--- src/rtl/spi_rxb_pkg.sv ---
package spi_rxb_pkg;

    localparam int RXB_BYTES = 8;

    typedef enum logic {
        WL_BYTE = 1'b0,
        WL_HALF = 1'b1
    } wlen_e;

    // Entries the buffer may hold for a given configuration.
    function automatic int cap_entries(input logic fen, input logic wide, input int bytes);
        if (!fen)
            return 1;
        return (wide == WL_HALF) ? bytes / 2 : bytes;
    endfunction

endpackage

--- src/rtl/spi_rxb_cap.sv ---
module spi_rxb_cap #(
    parameter int BYTES = spi_rxb_pkg::RXB_BYTES,
    parameter int LVL_W = $clog2(BYTES) + 1
) (
    input  logic             fifo_en_i,
    input  logic             wide_i,
    output logic [LVL_W-1:0] cap_o
);
    always_comb begin
        cap_o = LVL_W'(spi_rxb_pkg::cap_entries(fifo_en_i, wide_i, BYTES));
    end
endmodule

--- src/rtl/spi_rxb_store.sv ---
module spi_rxb_store #(
    parameter int BYTES = spi_rxb_pkg::RXB_BYTES,
    parameter int PTR_W = $clog2(BYTES)
) (
    input  logic             clk_i,
    input  logic             rst_ni,
    input  logic             we_i,
    input  logic             wide_i,
    input  logic [PTR_W-1:0] waddr_i,
    input  logic [15:0]      wdata_i,
    input  logic [PTR_W-1:0] raddr_i,
    output logic [15:0]      rdata_o
);
    logic [7:0]       lane_w [BYTES];
    logic [PTR_W-1:0] waddr_hi;
    logic [PTR_W-1:0] raddr_hi;

    assign waddr_hi = waddr_i + PTR_W'(1);
    assign raddr_hi = raddr_i + PTR_W'(1);

    for (genvar g = 0; g < BYTES; g++) begin : g_lane
        logic [7:0] lane_q;
        always_ff @(posedge clk_i or negedge rst_ni) begin
            if (!rst_ni)
                lane_q <= '0;
            else if (we_i && waddr_i == PTR_W'(g))
                lane_q <= wdata_i[7:0];
            else if (we_i && wide_i && waddr_hi == PTR_W'(g))
                lane_q <= wdata_i[15:8];
        end
        assign lane_w[g] = lane_q;
    end

    assign rdata_o = {wide_i ? lane_w[raddr_hi] : 8'h00, lane_w[raddr_i]};
endmodule

--- src/rtl/spi_rx_buffer.sv ---
module spi_rx_buffer #(
    parameter int BYTES = spi_rxb_pkg::RXB_BYTES,
    parameter int LVL_W = $clog2(BYTES) + 1
) (
    input  logic             clk_i,
    input  logic             rst_ni,
    input  logic             fifo_en_i,
    input  logic             wide_i,
    input  logic             dma_en_i,
    input  logic             rx_valid_i,
    input  logic [15:0]      rx_data_i,
    input  logic             rd_i,
    input  logic             ovr_clr_i,
    output logic [15:0]      rd_data_o,
    output logic [LVL_W-1:0] level_o,
    output logic             empty_o,
    output logic             full_o,
    output logic             overrun_o,
    output logic             dma_req_o
);
    localparam int PTR_W = $clog2(BYTES);

    typedef struct packed {
        logic [PTR_W-1:0] wr_ptr;
        logic [PTR_W-1:0] rd_ptr;
        logic [LVL_W-1:0] count;
        logic             ovr;
        logic             fen;
        logic             wide;
        logic [15:0]      rdata;
    } state_t;

    state_t           s_d, s_q;
    logic [LVL_W-1:0] cap;
    logic [15:0]      head;
    logic             flush, pop, push;
    logic [PTR_W-1:0] step;

    spi_rxb_cap #(.BYTES(BYTES), .LVL_W(LVL_W)) cap_i (
        .fifo_en_i (fifo_en_i),
        .wide_i    (wide_i),
        .cap_o     (cap)
    );

    spi_rxb_store #(.BYTES(BYTES), .PTR_W(PTR_W)) store_i (
        .clk_i   (clk_i),
        .rst_ni  (rst_ni),
        .we_i    (push),
        .wide_i  (wide_i),
        .waddr_i (s_q.wr_ptr),
        .wdata_i (rx_data_i),
        .raddr_i (s_q.rd_ptr),
        .rdata_o (head)
    );

    always_comb begin
        s_d   = s_q;
        step  = wide_i ? PTR_W'(2) : PTR_W'(1);
        flush = (wide_i != s_q.wide) || (fifo_en_i != s_q.fen);
        pop   = rd_i && (s_q.count != '0) && !flush;
        push  = rx_valid_i && !flush && ((s_q.count < cap) || pop);

        s_d.fen  = fifo_en_i;
        s_d.wide = wide_i;

        if (flush) begin
            s_d.wr_ptr = '0;
            s_d.rd_ptr = '0;
            s_d.count  = '0;
            s_d.ovr    = 1'b0;
        end else begin
            if (pop) begin
                s_d.rd_ptr = s_q.rd_ptr + step;
                s_d.rdata  = head;
            end
            if (push)
                s_d.wr_ptr = s_q.wr_ptr + step;
            case ({push, pop})
                2'b10:   s_d.count = s_q.count + LVL_W'(1);
                2'b01:   s_d.count = s_q.count - LVL_W'(1);
                default: s_d.count = s_q.count;
            endcase
            if (ovr_clr_i)
                s_d.ovr = 1'b0;
            if (rx_valid_i && !push)
                s_d.ovr = 1'b1;
        end
    end

    always_ff @(posedge clk_i or negedge rst_ni) begin
        if (!rst_ni)
            s_q <= '0;
        else
            s_q <= s_d;
    end

    assign rd_data_o = s_q.rdata;
    assign level_o   = s_q.count;
    assign empty_o   = (s_q.count == '0);
    assign full_o    = (s_q.count >= cap);
    assign overrun_o = s_q.ovr;
    assign dma_req_o = dma_en_i && (s_q.count != '0);
endmodule

--- config.mk ---
export PLATFORM = sky130hd
export DESIGN_NAME = spi_rx_buffer
export DESIGN_NICKNAME = d
export VERILOG_FILES = /design/src/rtl/spi_rxb_pkg.sv /design/src/rtl/spi_rxb_cap.sv /design/src/rtl/spi_rxb_store.sv /design/src/rtl/spi_rx_buffer.sv
export SDC_FILE = /design/constraint.sdc
export NUM_CORES = 1
export LEC_CHECK = 0
export ABC_AREA = 1
export BUFFER_PORTS_ARGS = -buffer_cell sky130_fd_sc_hd__buf_2
export CAP_MARGIN = 10
export CORE_ASPECT_RATIO = 1.2
export CORE_UTILIZATION = 50
export DETAILED_ROUTE_END_ITERATION = 16
export HOLD_SLACK_MARGIN = 0.03
export PLACE_DENSITY = 0.8
export SYNTH_ARGS = -nofsm -noshare
export SYNTH_HDL_FRONTEND = slang
export SYNTH_SLANG_ARGS = --single-unit
--- constraint.sdc ---
create_clock -name clk_i -period 2.8 [get_ports clk_i]
set_input_delay 0.42 -clock clk_i [delete_from_list [all_inputs] [get_ports clk_i]]
set_output_delay 0.42 -clock clk_i [all_outputs]
set_load 0.05 [all_outputs]
==> flow_summary.yaml <==
cells_and_area:
  area_growth_pct: 7.64
  nNetsFinal: 889
  diodes: 0
  drive_gt1_share_pct: 12.3
  fin_util_pct: 55.9
detailed_routing:
  wl_per_cell_um: 15.7
  route.detailed.drc: 0
  viasPerCell: 5.57
  drt_iter0_drc: 508
  drtAntennaViolNets: 0
  vias: 5663
  wl_um: 15900
  drt-pass1-iter-count: 6
power:
  max-vdd-ir-drop_uv: 443
  p_per_area_nw_per_um2: 723
  power.static_leakage_uw: 0.00337
sta:
  clock_skew_ns: 0.00773
  fin_crit_ns: 2.30
  slew-limit-headroom_pct: 52.0
  finalMaxSlewViolations: 0
  max_freq_mhz: 435
  post-route-period-util_pct: 82.0
  finalHoldViolCount: 0
  worst_slew_pin_slew_ns: 0.719
  finalSetupViolCount: 0
  fin_setup_tns_ns: 0
  rsz0062_at_grt: "false"
placement:
  gp_congestion: 0.893
  dp_hpwl_um: 10900
  portBuffers: 47
job:
  drv_cap: 0
setup_path:
  arrival_ns: 2.57
  reg2reg_slack_ns: 0.50
  critical_path_class: "reg -> reg"
  critical_path.endpoint_type: "flop"
  crit_path_max_fanout: 13
  r2r-start: "level_o[2]$_DFFE_PN0P_"
  reg2reg_depth: 14
  cp-startpoint: "level_o[2]$_DFFE_PN0P_"
  cp.required_ns: 3.07
  rr_endpoint: "store_i.g_lane[6].lane_q[0]$_DFFE_PN0P_"
  cp-endpoint: "store_i.g_lane[6].lane_q[0]$_DFFE_PN0P_"
  start_kind: "flop"
synth:
  netlist.area_leader.share_pct: 38.4
  synthTopCellsByCount: "nand2_1, o21ai_0, dfrtp_1, inv_1, o21ai_1"
  syn_nets: 889
  synthCells: 854
  yosysTopAreaCell: "dfrtp_1"
  syn_avg_cell_area_um2: 7.09
  synth_edf_count: 0
  yosysUniqueCellTypes: 34
  ys_ff_latch: 93
  syn-cell-area_um2: 6060
  synth-seq-area-share_pct: 38.4
  ys_async_sr_fraction_pct: 100
  yosysWarnings: 0
  synthTopCellsByArea: "dfrtp_1, nand2_1, o21ai_0, o21ai_1, a21oi_1"
  synthMostInstantiatedCell: "nand2_1"
  synthFlopType: "dfrtp_1"
clocking:
  htree_num_levels: 3
  cts.sinks: 93
  cts_buffers: 9
  cts_buffer_depth: 2
  clkTransAtPathRegs_ns: 0.07
  cts_resized: 0
  clk-insertion-delay-late_ns: 0.35
  cts_tree: "done"
  ctsHoldBuffers: 0
  root_buffer: "clkbuf_16"
  post_cts_buffers: 0
status:
  status: "complete, no violations"
floorplan:
  start_util_pct: 51.9
  dieWidth_um: 102
  ios: 48
  rows: 43
  dieArea_um2: 12600
  die_y_um: 123
  coreArea_um2: 11700
grt:
  antenna_found_initial: 0
  grt_pass1_wl_um: 26300
  grt_max_degree: 61
  grt_remaining_overflow: 0
  grt_pass1_vias: 5090
  grtUsageTotal_pct: 27.7
hold_path:
  hold_path.class: "in -> async"
==> area by class of cell <==
type | instances | area (um^2)
Clock inverter | 5 | 83.8
Timing Repair Buffer | 62 | 375
Multi-Input combinational cell | 605 | 2980
Sequential cell | 93 | 2330
Clock buffer | 11 | 243
Inverter | 83 | 314
Fill cell | 1115 | 5150
Tap cell | 157 | 196
==> critical path, cell delays in order (launching register included) <==
cell	delay, ns
dfrtp_1	0.45
ha_1	0.32
nand2_1	0.06
inv_1	0.04
nand2_1	0.05
nand2_1	0.07
nand2_2	0.09
nand2_2	0.07
inv_4	0.20
nand2_4	0.11
nor2_4	0.14
nand2_1	0.20
nand2_2	0.25
nand2_1	0.09
o21ai_1	0.09
==> state kept, by name, summed over array words and instances, names as in the netlist <==
name,flops
level_o,4
overrun_o,1
rd_data_o,16
s_q,8
store_i.g_lane.lane_q,64
==> per-layer routing <==
| metal | share of wire [%] | track usage [%] | routed length (um) |
|---|---|---|---|
| met5 | 0 | 0 | 0 |
| met3 | 8.6 | 4.27 | 1360 |
| met4 | 1.8 | 9.11 | 290 |
| met1 | 44 | 39.9 | 7090 |
| met2 | 45 | 42.3 | 7180 |
==> per-stage QoR <==
step	setup WS, ns	hold WS [ns]	area [um^2]	instances	power [uW]
2_1_floorplan	0.808	0.124	6060	854	3160
3_3_place_gp	0.231	0.460	6190	1000	3340
3_5_place_dp	0.186	0.465	6190	1000	3370
4_1_cts	0.510	0.0982	6520	1016	4720
5_1_grt	0.316	0.125	6520	1016	5000
6_report	0.503	0.0780	6520	1016	4720
==> worst min path at each step <==
stage,to,slack (ns),cells past startpoint,from
2_1_floorplan,level_o[0]$_DFFE_PN0P_,0.12,0,rst_ni
3_3_place_gp,rd_data_o[3]$_DFFE_PN0P_,0.46,2,rd_data_o[3]$_DFFE_PN0P_
3_5_place_dp,rd_data_o[1]$_DFFE_PN0P_,0.46,2,rd_data_o[1]$_DFFE_PN0P_
4_1_cts,store_i.g_lane[4].lane_q[3]$_DFFE_PN0P_,0.1,1,rst_ni
5_1_grt,store_i.g_lane[6].lane_q[3]$_DFFE_PN0P_,0.13,1,rst_ni
6_report,store_i.g_lane[4].lane_q[7]$_DFFE_PN0P_,0.08,1,rst_ni
==> power by group <==
part / switching, uW / internal [uW] / leakage (uW)
Combinational: 1130 / 427 / 0.00214
Sequential: 170 / 1650 / 0.00108
Clock: 536 / 809 / 0.000152
==> cells by family after synthesis <==
kind of cell             Yosys count  share of synthesized area [%]
AO/OA/AOI/OAI                    266                           23.1
XOR/XNOR                           3                          0.434
adder cells (fa/ha/maj)           11                           2.52
buffers and inverters            156                           12.4
flip-flops                        93                           38.4
AND/OR/NAND/NOR                  325                           23.1
==> placed cells by master (no fill, tap or decap) <==
| cell | instances |
|---|---|
| clkbuf_8 | 1 |
| nand2_4 | 2 |
| o22ai_1 | 1 |
| buf_2 | 46 |
| clkbuf_1 | 1 |
| ha_1 | 9 |
| o21ai_0 | 107 |
| inv_2 | 2 |
| xor2_1 | 2 |
| a31oi_1 | 1 |
| inv_4 | 1 |
| bufinv_16 | 2 |
| nor2_4 | 3 |
| nand2_2 | 13 |
| clkinvlp_4 | 2 |
| o21a_1 | 1 |
| xnor2_1 | 1 |
| or2_2 | 1 |
| inv_1 | 77 |
| nand3_1 | 39 |
| o31ai_1 | 1 |
| a21oi_1 | 62 |
| o32ai_1 | 1 |
| nor2_1 | 11 |
| o211ai_1 | 22 |
| buf_12 | 2 |
| clkinv_1 | 3 |
| nand3_4 | 3 |
| o21ai_1 | 69 |
| dfrtp_1 | 93 |
| nand2_1 | 250 |
| nand3_2 | 3 |
| a31o_2 | 1 |
| clkinv_4 | 1 |
| clkbuf_16 | 9 |
| buf_4 | 14 |
| fa_1 | 2 |
(Power assumes the default switching activity.)
